$ cat src/rtl/byte_fetch_pkg.sv
package byte_fetch_pkg;
  localparam int NUM_SLOTS = 3;
  localparam int SLOT_HI   = 0;
  localparam int SLOT_LO   = 1;
  localparam int SLOT_DATA = 2;

  typedef enum logic [1:0] {
    ROUTE_HI   = 2'd0,
    ROUTE_LO   = 2'd1,
    ROUTE_DATA = 2'd2,
    ROUTE_NONE = 2'd3
  } route_e;

  function automatic route_e pick_route(input logic take, input logic phase,
                                        input logic lsb);
    if (!take)      return ROUTE_NONE;
    else if (phase) return ROUTE_DATA;
    else if (lsb)   return ROUTE_LO;
    else            return ROUTE_HI;
  endfunction
endpackage

$ cat src/rtl/byte_fetch_route.sv
module byte_fetch_route
  import byte_fetch_pkg::*;
(
  input  logic                 take,
  input  logic                 phase_data,
  input  logic                 addr_lsb,
  output logic [NUM_SLOTS-1:0] wr_en
);
  route_e route;

  always_comb begin
    route = pick_route(take, phase_data, addr_lsb);
    wr_en = '0;
    unique case (route)
      ROUTE_HI:   wr_en[SLOT_HI]   = 1'b1;
      ROUTE_LO:   wr_en[SLOT_LO]   = 1'b1;
      ROUTE_DATA: wr_en[SLOT_DATA] = 1'b1;
      default:    wr_en = '0;
    endcase
  end
endmodule

$ cat src/rtl/byte_fetch_slot.sv
module byte_fetch_slot #(
  parameter int WIDTH = 8
) (
  input  logic             clk,
  input  logic             rst,
  input  logic             load,
  input  logic [WIDTH-1:0] din,
  output logic [WIDTH-1:0] q
);
  always_ff @(posedge clk) begin
    if (rst)       q <= '0;
    else if (load) q <= din;
  end

  // an unloaded slot holds its value
  p_slot_hold_r5: assert property (@(posedge clk) disable iff (rst)
    !load |=> $stable(q));
endmodule

$ cat src/rtl/byte_fetch_assembler.sv
module byte_fetch_assembler
  import byte_fetch_pkg::*;
#(
  parameter int BYTE_W = 8
) (
  input  logic                clk,
  input  logic                rst,
  input  logic                rd_valid,
  output logic                rd_ready,
  input  logic [BYTE_W-1:0]   rd_byte,
  input  logic                phase_data,
  input  logic                addr_lsb,
  output logic [2*BYTE_W-1:0] instr_word,
  output logic [BYTE_W-1:0]   data_byte,
  output logic                instr_valid
);
  localparam int INSTR_W = 2 * BYTE_W;

  logic                 take;
  logic [NUM_SLOTS-1:0] wr_en;
  logic [BYTE_W-1:0]    slot_q [NUM_SLOTS];

  assign rd_ready = !rst;
  assign take     = rd_valid && rd_ready;

  byte_fetch_route u_route (
    .take       (take),
    .phase_data (phase_data),
    .addr_lsb   (addr_lsb),
    .wr_en      (wr_en)
  );

  for (genvar s = 0; s < NUM_SLOTS; s++) begin : g_slot
    byte_fetch_slot #(.WIDTH(BYTE_W)) u_slot (
      .clk  (clk),
      .rst  (rst),
      .load (wr_en[s]),
      .din  (rd_byte),
      .q    (slot_q[s])
    );
  end

  always_ff @(posedge clk) begin
    if (rst) instr_valid <= 1'b0;
    else     instr_valid <= wr_en[SLOT_LO];
  end

  assign instr_word = {slot_q[SLOT_HI], slot_q[SLOT_LO]};
  assign data_byte  = slot_q[SLOT_DATA];

  // reset clears every output register
  p_reset_clear_r1: assert property (@(posedge clk)
    rst |=> (instr_word == '0 && data_byte == '0 && !instr_valid));

  // instruction phase, LSB 0 -> upper byte
  p_hi_route_r2: assert property (@(posedge clk) disable iff (rst)
    (rd_valid && !phase_data && !addr_lsb) |=>
      (instr_word[INSTR_W-1:BYTE_W] == $past(rd_byte)) && $stable(data_byte)
      && (instr_word[BYTE_W-1:0] == $past(instr_word[BYTE_W-1:0])));

  // instruction phase, LSB 1 -> lower byte
  p_lo_route_r3: assert property (@(posedge clk) disable iff (rst)
    (rd_valid && !phase_data && addr_lsb) |=>
      (instr_word[BYTE_W-1:0] == $past(rd_byte)) && $stable(data_byte)
      && (instr_word[INSTR_W-1:BYTE_W] == $past(instr_word[INSTR_W-1:BYTE_W])));

  // data phase ignores LSB
  p_data_route_r4: assert property (@(posedge clk) disable iff (rst)
    (rd_valid && phase_data) |=>
      (data_byte == $past(rd_byte)) && $stable(instr_word));

  // at most one slot written per edge
  p_one_slot_r4: assert property (@(posedge clk) disable iff (rst)
    $onehot0(wr_en));

  // idle cycles change nothing
  p_idle_hold_r5: assert property (@(posedge clk) disable iff (rst)
    !rd_valid |=> $stable(instr_word) && $stable(data_byte));

  // strobe only after a lower-byte write
  p_valid_pulse_r6: assert property (@(posedge clk) disable iff (rst)
    instr_valid |-> $past(rd_valid && !phase_data && addr_lsb));

  // never back-pressure outside reset
  p_ready_r7: assert property (@(posedge clk) !rst |-> rd_ready);
endmodule

$ cat config.mk
export PLATFORM = sky130hd
export DESIGN_NAME = byte_fetch_assembler
export DESIGN_NICKNAME = d
export VERILOG_FILES = /design/src/rtl/byte_fetch_pkg.sv /design/src/rtl/byte_fetch_route.sv /design/src/rtl/byte_fetch_slot.sv /design/src/rtl/byte_fetch_assembler.sv
export SDC_FILE = /design/constraint.sdc
export NUM_CORES = 1
export LEC_CHECK = 0
export BUFFER_PORTS_ARGS = -buffer_cell sky130_fd_sc_hd__buf_2
export CAP_MARGIN = 40
export CORE_ASPECT_RATIO = 0.5
export CORE_MARGIN = 2
export CORE_UTILIZATION = 40
export CTS_CLUSTER_DIAMETER = 30
export CTS_CLUSTER_SIZE = 40
export DETAILED_ROUTE_END_ITERATION = 12
export GPL_ROUTABILITY_DRIVEN = 0
export PLACE_DENSITY = 0.73
export SLEW_MARGIN = 5
export SYNTH_ARGS = -nofsm -noshare
export SYNTH_HDL_FRONTEND = slang
export SYNTH_SLANG_ARGS = --single-unit
$ cat constraint.sdc
create_clock -name clk -period 2.06 [get_ports clk]
set_input_delay 0.103 -clock clk [delete_from_list [all_inputs] [get_ports clk]]
set_output_delay 0.103 -clock clk [all_outputs]
set_load 0.02 [all_outputs]
# --- Word level (Yosys, flattened, before mapping) ---
# Index checks and enable logic that the tools add are counted.
word_totals:
  wordCells: 15
  output_inout_bits: 26
  in_bits: 13
  reg_bits: 25
op_classes:
  eq_ne: 2
  n_reduce_logical: 3
  mux: 6
ops:
  columns: ["op", "n"]
  rows:
  - ["$mux W1", 4]
  - ["$mux W2", 2]
  - ["$eq A2 B1 Y1 const B", 1]
  - ["$eq A2 B2 Y1 const B", 1]
  - ["$logic_not A2 Y1", 1]
  - ["$logic_and A1 B1 Y1", 1]
  - ["$logic_not A1 Y1", 1]

# --- Logic depth before layout (Yosys ltp) ---
# Gate-level depths: netlist of the first run.
logic_depth:
  ltp_word: 5
  ltp_mapped: 4
  depth_no_buf: 2

# --- Cells and area by module ---
# From an unflattened synthesis of the first run, not the netlist that was laid out.
hier_totals:
  hier_cells: 85
  hier_area_um2: 920.9
modules_own_cells:
  columns: ["module", "n_inst", "cells_each", "area_per_inst_um2", "seq_area_each_um2"]
  rows:
  - ["byte_fetch_slot", 3, 26, 285.3, 160.2]
  - ["byte_fetch_assembler", 1, 4, 36.3, 20.0]
  - ["byte_fetch_route", 1, 3, 28.8, 0.0]

# --- Least setup slack after synthesis of the first run ---
# Ideal clock, no wire load.
synth_path:
  kind: "input -> register"
  start: "input rd_valid"
  end: "register g_slot[0].u_slot.q[0]"
  setup_ps: 119
  cell_stages: 4
  setup_slack_ps: 1111
  arrival_time_ps: 830
  path_cell_list: "buf_4 > or3b_1 > buf_6 > mux2i_1"
synth_via:
  elab_chain_cells: 4
synth_rtl:
  columns: ["item", "line_no", "source"]
  rows:
  - ["start: declaration", "byte_fetch_assembler.sv:8", "input logic rd_valid,"]
  - ["$logic_and A1 B1 Y1", "byte_fetch_assembler.sv:24", "assign take = rd_valid && rd_ready;"]
  - ["$mux W2", "byte_fetch_pkg.sv:16", "if (!take) return ROUTE_NONE;"]
  - ["$logic_not A2 Y1", "byte_fetch_route.sv:14", "unique case (route)"]
  - ["$mux W1", "byte_fetch_route.sv:14", null]
  - ["end signal: assignment", "byte_fetch_slot.sv:12", "else if (load) q <= din;"]
  - ["end: declaration", "byte_fetch_slot.sv:8", "output logic [WIDTH-1:0] q"]
# No other way between the ends.
# A chain may end at the register's enable or synchronous reset.

# --- Worst setup path after layout of the first run ---
layout_path:
  start: "input rd_valid"
  end: "register g_slot[0].u_slot.q[7]"
# The elaborated chain is that of the path after synthesis.

==> results.sh, run 1 <==
export IMPL_status="finished clean"
export IMPL_post_cts_buffers=0
export IMPL_placed_cells=168
export IMPL_synthTopCellsByArea="dfxtp_1 (48%), mux2i_1 (15%), nand2b_1 (14%)"
export IMPL_grt_pass1_wl_um=3050
export IMPL_path_delay_family="simple AND/OR/NAND/NOR gates"
export IMPL_r2r_slack_ns=1.30
export IMPL_via_per_inst=4.52
export IMPL_detail_route_antenna_nets=0
export IMPL_crit_required_ns=2.20
export IMPL_grt_total_usage=0.132
export IMPL_ir_drop_mv=0.279
export IMPL_drc_errors=0
export IMPL_hp_start="rd_byte[6]"
export IMPL_cp_num_buf_inv=1
export IMPL_max_slew_margin_rel=0.657
export IMPL_area_growth_pct=21.6
export IMPL_cp_end_kind="register"
export IMPL_synth_top_area_frac=0.476
export IMPL_antenna_found_initial=0
export IMPL_cts_htree_levels=1
export IMPL_drt_pass1_iterations=4
export IMPL_worstPathArrival_ns=1.12
export IMPL_dp_hpwl_um=1460
export IMPL_drive_gt1_frac=0.363
export IMPL_clk_pin_slew_ns=0.08
export IMPL_swShare=0.246
export IMPL_fin_skew_ns=0
export IMPL_synth_fp_nets=115
export IMPL_first_global_vias=655
export IMPL_hold_buffers=0
export IMPL_tightest_slew_ns=0.515
export IMPL_ys_seq_area_frac=0.476
export IMPL_worst_path_max_fanout=18
export IMPL_start_util=0.412
export IMPL_rsz0062_at_grt="false"
export IMPL_r2r_cells=2
export IMPL_cts_buffer_depth=2
export IMPL_leakage_nw=0.615
export IMPL_drt_iter0_markers=46
export IMPL_dieArea_um2=3080
export IMPL_dpl_cell_area_um2=1230
export IMPL_max_cap_violations=0
export IMPL_syn_avg_cell_area_um2=10.3
export IMPL_p_sw_mw=0.226
export IMPL_finalCriticalPeriod_ns=0.979
export IMPL_yosysWarnings=0
export IMPL_fmax_mhz=1020
export IMPL_die_h_um=40.3
export IMPL_port_buffers=38
export IMPL_ys_ff_latch=25
export IMPL_final_instance_count_excl_fill=172
export IMPL_root_buffer="clkbuf_8"
export IMPL_postCtsResizedCells=0
export IMPL_reg2reg_from="g_slot[2].u_slot.q[3]"
export IMPL_ios=39
export IMPL_final_nets=149
export IMPL_critPathLaunchType="input pin"
export IMPL_wl_per_cell_um=11.3
export IMPL_fp_dieW_um=76.5
export IMPL_core_area_um2=2550
export IMPL_cts_buffers=3
export IMPL_pwr_share_comb=0.133
export IMPL_rows=13
export IMPL_slowest_delay_ns=0.58
export IMPL_hold_violations=0
export IMPL_clock_sinks=25
export IMPL_finalCritPeriodShare=0.475
export IMPL_diodes=0
export IMPL_synth_area_um2=1050
export IMPL_min_to="g_slot[2].u_slot.q[6]"
export IMPL_r2r_end="g_slot[2].u_slot.q[3]"
export IMPL_ys_types=14
export IMPL_vias=778
export IMPL_clk_latency_ns=0.27
export IMPL_fin_util=0.501
export IMPL_critPathKind="in -> reg"
export IMPL_cp_cell_sequence="buf_2 > or3b_1 > mux2i_1"
export IMPL_p_int_mw=0.691
export IMPL_postLayoutCellArea_um2=1280
export IMPL_cpMaxStageDelayCell="or3b_1"
export IMPL_synth_largest_area_cell="dfxtp_1"
export IMPL_drv_slew=0
export IMPL_nFillCells=254
export IMPL_power_frac_seq=0.556
export IMPL_grt_max_degree=34
export IMPL_hold_path_depth=3
export IMPL_tns_ns=0
export IMPL_totalWireLength_um=1940
export IMPL_synth_cells=102
export IMPL_power_density_nw_per_um2=716
export IMPL_grt_overflow_total=0
export IMPL_cts_tree="yes"
export IMPL_final_setup_viol_count=0
export IMPL_clkPwrFrac=0.311
export IMPL_hp_class="in -> reg"
[area by class of cell]
| cell class | count | area (um2) | area share |
|---|---|---|---|
| Tap cell | 37 | 46.3 | 0.0362 |
| Sequential cell | 25 | 500 | 0.391 |
| Multi-Input combinational cell | 67 | 494 | 0.386 |
| Clock buffer | 4 | 45.0 | 0.0352 |
| Inverter | 1 | 3.75 | 0.00293 |
| Timing Repair Buffer | 38 | 190 | 0.149 |
[placed cells by master (no fill, tap or decap), drive strengths merged]
cell type / synthesis / final
a21bo: 8 / 8
a21oi: 8 / 8
and2: 1 / 1
and3b: 1 / 1
buf: 4 / 38
clkbuf: 5 / 4
dfxtp: 25 / 25
inv: 1 / 1
mux2i: 16 / 16
nand2b: 24 / 24
nand3: 8 / 8
or3b: 1 / 1
[tightest hold or removal path, stage by stage]
cell     delay (ns)
buf_2          0.10
nand3_1        0.06
a21oi_1        0.06
[kinds of logic after synthesis]
family                 Yosys count  synth area share
multiplexers                    16             0.152
AO/OA/AOI/OAI                   16             0.114
buffers and inverters           10            0.0547
flip-flops                      25             0.476
AND/OR/NAND/NOR                 35             0.203
[Yosys cell counts]
| cell type | number |
|---|---|
| dfxtp_1 | 25 |
| nand2b_1 | 24 |
| mux2i_1 | 16 |
| a21bo_2 | 8 |
| a21oi_1 | 8 |
| nand3_1 | 8 |
| clkbuf_1 | 5 |
| buf_6 | 2 |
| and2_1 | 1 |
| and3b_1 | 1 |
| buf_2 | 1 |
| buf_4 | 1 |
| inv_1 | 1 |
| or3b_1 | 1 |
[flip-flops by register name (all words and copies together), names as in the netlist]
signal,flops
g_slot.u_slot.q,24
instr_valid,1
[power groups by stage]
stage                     clock network [mW]  registers, mW  logic [mW]
after floorplan                            0          0.544      0.0635
after detailed placement                   0          0.521       0.123
final                                  0.285          0.509       0.122
after global routing                   0.319          0.512       0.133
after CTS                              0.298          0.510       0.123
after global placement                     0          0.521       0.122
[metrics by stage]
step / hold WS, ns / setup WS (ns) / power, mW
2_1_floorplan: 0.250 / 1.11 / 0.607
3_3_place_gp: 0.385 / 0.811 / 0.642
3_5_place_dp: 0.388 / 0.811 / 0.644
4_1_cts: 0.0971 / 1.08 / 0.931
5_1_grt: 0.0956 / 0.982 / 0.964
6_report: 0.104 / 1.08 / 0.916
[worst max-delay path by stage]
| stage | endpoint | cells past startpoint | slack (ns) | start |
|---|---|---|---|---|
| after floorplan | g_slot[0].u_slot.q[0] | 4 | 1.11 | rd_valid |
| after global placement | g_slot[0].u_slot.q[4] | 3 | 0.81 | rd_valid |
| after detailed placement | g_slot[0].u_slot.q[5] | 3 | 0.81 | rd_valid |
| after CTS | g_slot[0].u_slot.q[7] | 3 | 1.08 | rd_valid |
| after global routing | g_slot[1].u_slot.q[7] | 3 | 0.98 | rd_valid |
| final | g_slot[0].u_slot.q[7] | 3 | 1.08 | rd_valid |
[per-layer routing]
layer  wire length, um  part of all wire  track usage  vias up
li1                  -                 -            -      409
met1               971              0.50        0.178      353
met5                 0                 0            0        -
met4                22             0.011       0.0409        0
met2               866              0.45        0.204       13
met3                80             0.041       0.0450        3
No activity file was read; power rests on OpenSTA's default activity.
==> inputs of run 2 (changes only) <==
clock period = 1 ns   (was 2.06 ns; I/O delays follow)
==> results.sh, run 2 (synthesis results as in run 1) <==
export IMPL_hold_slack_ns=0.0388
export IMPL_final_cell_mix="buf_2 (38), dfxtp_1 (25), nand2b_1 (24)"
export IMPL_area_growth_pct=24.9
export IMPL_tns_ns=0
export IMPL_tightest_slew_ns=0.494
export IMPL_totalWireLength_um=1990
export IMPL_worst_path_max_fanout=2
export IMPL_drt_iter0_markers=40
export IMPL_hp_class="in -> reg"
export IMPL_crit_required_ns=0.95
export IMPL_power_density_nw_per_um2=1460
export IMPL_clock_sinks=25
export IMPL_largest_registers="g_slot.u_slot.q x24, instr_valid x1"
export IMPL_start_util=0.412
export IMPL_drv_slew=0
export IMPL_clk_latency_ns=0.27
export IMPL_fp_dieW_um=76.5
export IMPL_first_global_vias=687
export IMPL_cts_htree_levels=1
export IMPL_critPathLaunchType="register"
export IMPL_r2r_slack_ns=0.24
export IMPL_crit_cells=1
export IMPL_endpoint="instr_word[8]"
export IMPL_p_sw_mw=0.484
export IMPL_postCtsResizedCells=0
export IMPL_final_nets=153
export IMPL_clk_pin_slew_ns=0.09
export IMPL_worstPathArrival_ns=0.79
export IMPL_antenna_found_initial=0
export IMPL_grt_overflow_total=0
export IMPL_via_per_inst=4.54
export IMPL_grt_busiest_layer="met2"
export IMPL_fin_util=0.514
export IMPL_r2r_cells=2
export IMPL_post_cts_buffers=0
export IMPL_diodes=0
export IMPL_r2r_end="g_slot[2].u_slot.q[0]"
export IMPL_placed_cells=172
export IMPL_reg2reg_from="g_slot[2].u_slot.q[0]"
export IMPL_max_slew_margin_rel=0.671
export IMPL_grt_max_degree=27
export IMPL_rsz0062_at_grt="false"
export IMPL_cpMaxStageDelayCell="dfxtp_1"
export IMPL_cp_cell_sequence="buf_2"
export IMPL_leakage_nw=0.632
export IMPL_cp_end_kind="output port"
export IMPL_finalCritPeriodShare=0.844
export IMPL_swShare=0.253
export IMPL_max_cap_violations=0
export IMPL_cts_buffers=3
export IMPL_largest_register_ffs=24
export IMPL_drt_pass1_iterations=4
export IMPL_root_buffer="clkbuf_8"
export IMPL_startpoint="g_slot[0].u_slot.q[0]"
export IMPL_dp_hpwl_um=1490
export IMPL_p_int_mw=1.43
export IMPL_regMostFlops="g_slot.u_slot.q"
export IMPL_final_common_cell="buf_2"
export IMPL_dieArea_um2=3080
export IMPL_pwr_share_comb=0.137
export IMPL_final_instance_count_excl_fill=176
export IMPL_drc_errors=0
export IMPL_vias=799
export IMPL_finalCriticalPeriod_ns=0.844
export IMPL_cts_buffer_depth=2
export IMPL_hold_violations=0
export IMPL_clkPwrFrac=0.314
export IMPL_die_h_um=40.3
export IMPL_grt_total_usage=0.138
export IMPL_detail_route_antenna_nets=0
export IMPL_hold_buffers=0
export IMPL_groute_layer_met1_usage=0.189
export IMPL_final_setup_viol_count=0
export IMPL_cts_tree="yes"
export IMPL_fin_skew_ns=0
export IMPL_ios=39
export IMPL_fmax_mhz=1180
export IMPL_ir_drop_mv=0.594
export IMPL_slowest_delay_ns=0.35
export IMPL_status="finished clean"
export IMPL_met2_usage=0.219
export IMPL_drive_gt1_frac=0.388
export IMPL_critPathKind="reg -> out"
export IMPL_power_frac_seq=0.548
export IMPL_port_buffers=38
export IMPL_cp_num_buf_inv=1
export IMPL_met3_usage=0.0428
export IMPL_core_area_um2=2550
export IMPL_wl_per_cell_um=11.3
export IMPL_rows=13
export IMPL_grt_pass1_wl_um=3220
export IMPL_path_delay_family="flip-flops"
==> run 2: worst min-delay path by stage <==
stage,startpoint,end,cells past startpoint
6_report,rd_byte[6],g_slot[2].u_slot.q[6],3
5_1_grt,rd_byte[4],g_slot[2].u_slot.q[4],3
4_1_cts,rd_byte[6],g_slot[2].u_slot.q[6],3
3_5_place_dp,rd_byte[6],g_slot[2].u_slot.q[6],3
3_3_place_gp,rd_byte[6],g_slot[2].u_slot.q[6],3
2_1_floorplan,rd_byte[0],g_slot[2].u_slot.q[0],2
==> run 2: final cells by class <==
| class | count | area [um2] |
|---|---|---|
| flip-flops and latches | 25 | 500 |
| repair buffers | 42 | 220 |
| well taps | 37 | 46.3 |
| fillers | 251 | 1240 |
| clock buffers | 3 | 41.3 |
| multi-input cells | 67 | 494 |
| clock inverters | 1 | 7.51 |
| inverters | 1 | 3.75 |
==> run 2: per-layer routing <==
layer | part of all wire | wire, um
met1 | 0.52 | 1030
met2 | 0.44 | 873
met3 | 0.036 | 72
met4 | 0.0095 | 19
met5 | 0 | 0
==> run 2: power by group through the flow <==
| stage | Sequential [mW] | Clock, mW | Combinational (mW) |
|---|---|---|---|
| 2_1_floorplan | 1.12 | 0 | 0.131 |
| 3_3_place_gp | 1.07 | 0 | 0.263 |
| 3_5_place_dp | 1.07 | 0 | 0.265 |
| 4_1_cts | 1.05 | 0.623 | 0.265 |
| 5_1_grt | 1.06 | 0.657 | 0.287 |
| 6_report | 1.05 | 0.602 | 0.262 |
==> run 2: stage by stage <==
stage | setup slack, ns | instance area [um2] | power [mW]
after CTS | 0.151 | 1310 | 1.94
after global placement | 0.0130 | 1260 | 1.34
final | 0.156 | 1310 | 1.91
after floorplan | 0.104 | 1050 | 1.25
after global routing | 0.116 | 1310 | 2.00
after detailed placement | -0.00463 | 1260 | 1.34
==> inputs of run 3 (changes only) <==
ABC_AREA = 1   (was default)
PLACE_DENSITY = 0.72   (was 0.73)
clock period = 0.85 ns   (was 1 ns; I/O delays follow)
==> results.sh, run 3 <==
export IMPL_port_buffers=38
export IMPL_grt_total_usage=0.165
export IMPL_slowest_delay_ns=0.34
export IMPL_syn_avg_cell_area_um2=6.81
export IMPL_root_buffer="clkbuf_8"
export IMPL_crit_required_ns=0.81
export IMPL_fin_ws_ns=0.0298
export IMPL_startpoint="g_slot[1].u_slot.q[5]"
export IMPL_worst_path_max_fanout=2
export IMPL_detail_route_antenna_nets=0
export IMPL_drt_pass1_iterations=4
export IMPL_cts_buffers=3
export IMPL_ios=39
export IMPL_synth_largest_area_cell="dfxtp_1"
export IMPL_final_common_cell="nand2_1"
export IMPL_cp_cell_sequence="buf_2"
export IMPL_diodes=0
export IMPL_regMostFlops="g_slot.u_slot.q"
export IMPL_synth_commonest_cells="nand2_1 (57), dfxtp_1 (25), inv_1 (25), nor2_1 (24), nand3_1 (16)"
export IMPL_cts_buffer_depth=2
export IMPL_via_per_inst=4.20
export IMPL_dpl_cell_area_um2=1340
export IMPL_max_cap_violations=0
export IMPL_synth_top_area_frac=0.454
export IMPL_final_cell_mix="nand2_1 (57), buf_2 (33), inv_1 (25), dfxtp_1 (25), nor2_1 (24)"
export IMPL_yosysWarnings=0
export IMPL_synth_edf_count=0
export IMPL_power_density_nw_per_um2=1630
export IMPL_finalCritPeriodShare=0.965
export IMPL_clk_latency_ns=0.26
export IMPL_drv_slew=0
export IMPL_cp_num_buf_inv=1
export IMPL_hp_class="in -> reg"
export IMPL_yosys_cell_count_top_type="nand2_1"
export IMPL_final_setup_viol_count=0
export IMPL_cp_end_kind="output port"
export IMPL_final_nets=218
export IMPL_clock_sinks=25
export IMPL_ys_ff_latch=25
export IMPL_multi_input_area_um2=462
export IMPL_nFillCells=263
export IMPL_antenna_found_initial=0
export IMPL_critPathLaunchType="register"
export IMPL_drc_errors=0
export IMPL_finalCriticalPeriod_ns=0.820
export IMPL_wl_per_cell_um=9.87
export IMPL_rsz0062_at_grt="false"
export IMPL_hold_slack_ns=0.0127
export IMPL_start_util=0.424
export IMPL_area_sequential_um2=500
export IMPL_largest_registers="g_slot.u_slot.q x24, instr_valid x1"
export IMPL_drive_gt1_frac=0.275
export IMPL_first_global_vias=896
export IMPL_synthAdderAreaFrac=0
export IMPL_drt_iter0_markers=43
export IMPL_worstPathArrival_ns=0.78
export IMPL_fin_skew_ns=0
export IMPL_synth_cells=162
export IMPL_synth_top_family_by_area="simple AND/OR/NAND/NOR gates"
export IMPL_grt_pass1_wl_um=3950
export IMPL_totalWireLength_um=2380
export IMPL_critPathKind="reg -> out"
export IMPL_hp_start="rd_byte[7]"
export IMPL_synthTopCellsByArea="dfxtp_1 (45%), nand2_1 (19%), inv_1 (8.5%)"
export IMPL_tightest_slew_ns=0.229
export IMPL_ir_drop_mv=0.933
export IMPL_postLayoutCellArea_um2=1400
export IMPL_dp_hpwl_um=1790
export IMPL_tns_ns=0
export IMPL_die_h_um=41.1
export IMPL_clk_pin_slew_ns=0.08
export IMPL_synth_area_mux_share=0
export IMPL_ys_seq_area_frac=0.454
export IMPL_grt_overflow_total=0
export IMPL_synth_compound_area_frac=0
export IMPL_path_delay_family="flip-flops"
export IMPL_postCtsResizedCells=0
export IMPL_largest_register_ffs=24
export IMPL_post_cts_buffers=0
export IMPL_synthFlopType="dfxtp_1"
export IMPL_cts_htree_levels=1
export IMPL_core_area_um2=2600
export IMPL_rows=13
export IMPL_max_slew_margin_rel=0.847
export IMPL_cpMaxStageDelayCell="dfxtp_1"
export IMPL_hold_violations=0
export IMPL_async_flop_share=0
export IMPL_fmax_mhz=1220
export IMPL_dieArea_um2=3220
export IMPL_place_worst_setup_slack_ns=0.0190
export IMPL_synth_fp_nets=175
export IMPL_reg2reg_from="g_slot[2].u_slot.q[7]"
export IMPL_hold_buffers=0
export IMPL_leakage_nw=0.768
export IMPL_grt_max_degree=18
export IMPL_status="finished clean"
export IMPL_ys_types=12
export IMPL_synth_area_um2=1100
export IMPL_fp_dieW_um=78.3
export IMPL_synthXorXnorAreaFrac=0
export IMPL_area_growth_pct=26.4
export IMPL_synthSimpleGateAreaFrac=0.418
export IMPL_vias=1012
export IMPL_cts_tree="yes"
==> run 3: where the power goes <==
group / total, mW / switching, mW / internal (mW)
combinational: 0.346 / 0.227 / 0.119
sequential: 1.24 / 0.0227 / 1.22
clock: 0.689 / 0.354 / 0.335
==> run 3: logic make-up after synthesis <==
family,count (synthesis)
and+or+nand+nor,104
buffers and inverters,33
DFF,25
==> run 3: final cells by class <==
class	count	area share
clock buffers	4	0.0323
inverters	29	0.0780
multi-input cells	104	0.331
flip-flops and latches	25	0.359
well taps	37	0.0332
repair buffers	42	0.167
==> run 3: routing by layer <==
metal	up-vias	wire length, um	GRT usage
met1	437	1260	0.208
met4	0	0	0.0263
li1	557	-	-
met3	0	103	0.0507
met2	18	1020	0.293
met5	-	0	0
==> run 3: metrics by stage <==
step,util,power (mW),std cells
floorplan,-,1.48,162
finish,0.536,2.28,241
detailed placement,0.514,1.61,237
global placement,0.514,1.61,237
global route,0.536,2.39,241
CTS,0.531,2.28,241
==> run 3: worst paths after layout <==
| path | slack [ns] | end | cells after the start |
|---|---|---|---|
| setup / recovery | 0.03 | instr_word[5] | 1 |
| hold / removal | 0.01 | g_slot[2].u_slot.q[7] | 3 |
| setup reg to reg | 0.20 | g_slot[2].u_slot.q[7] | 4 |
| hold reg to reg | 0.52 | g_slot[1].u_slot.q[0] | 4 |
==> run 3: worst reg2reg max path: cells and delay by family, from the launching register on <==
| kind | cells | cell delay, ns |
|---|---|---|
| buffers and inverters | 1 | 0.05 |
| AND/OR/NAND/NOR | 3 | 0.21 |
| flip-flops | 1 | 0.34 |
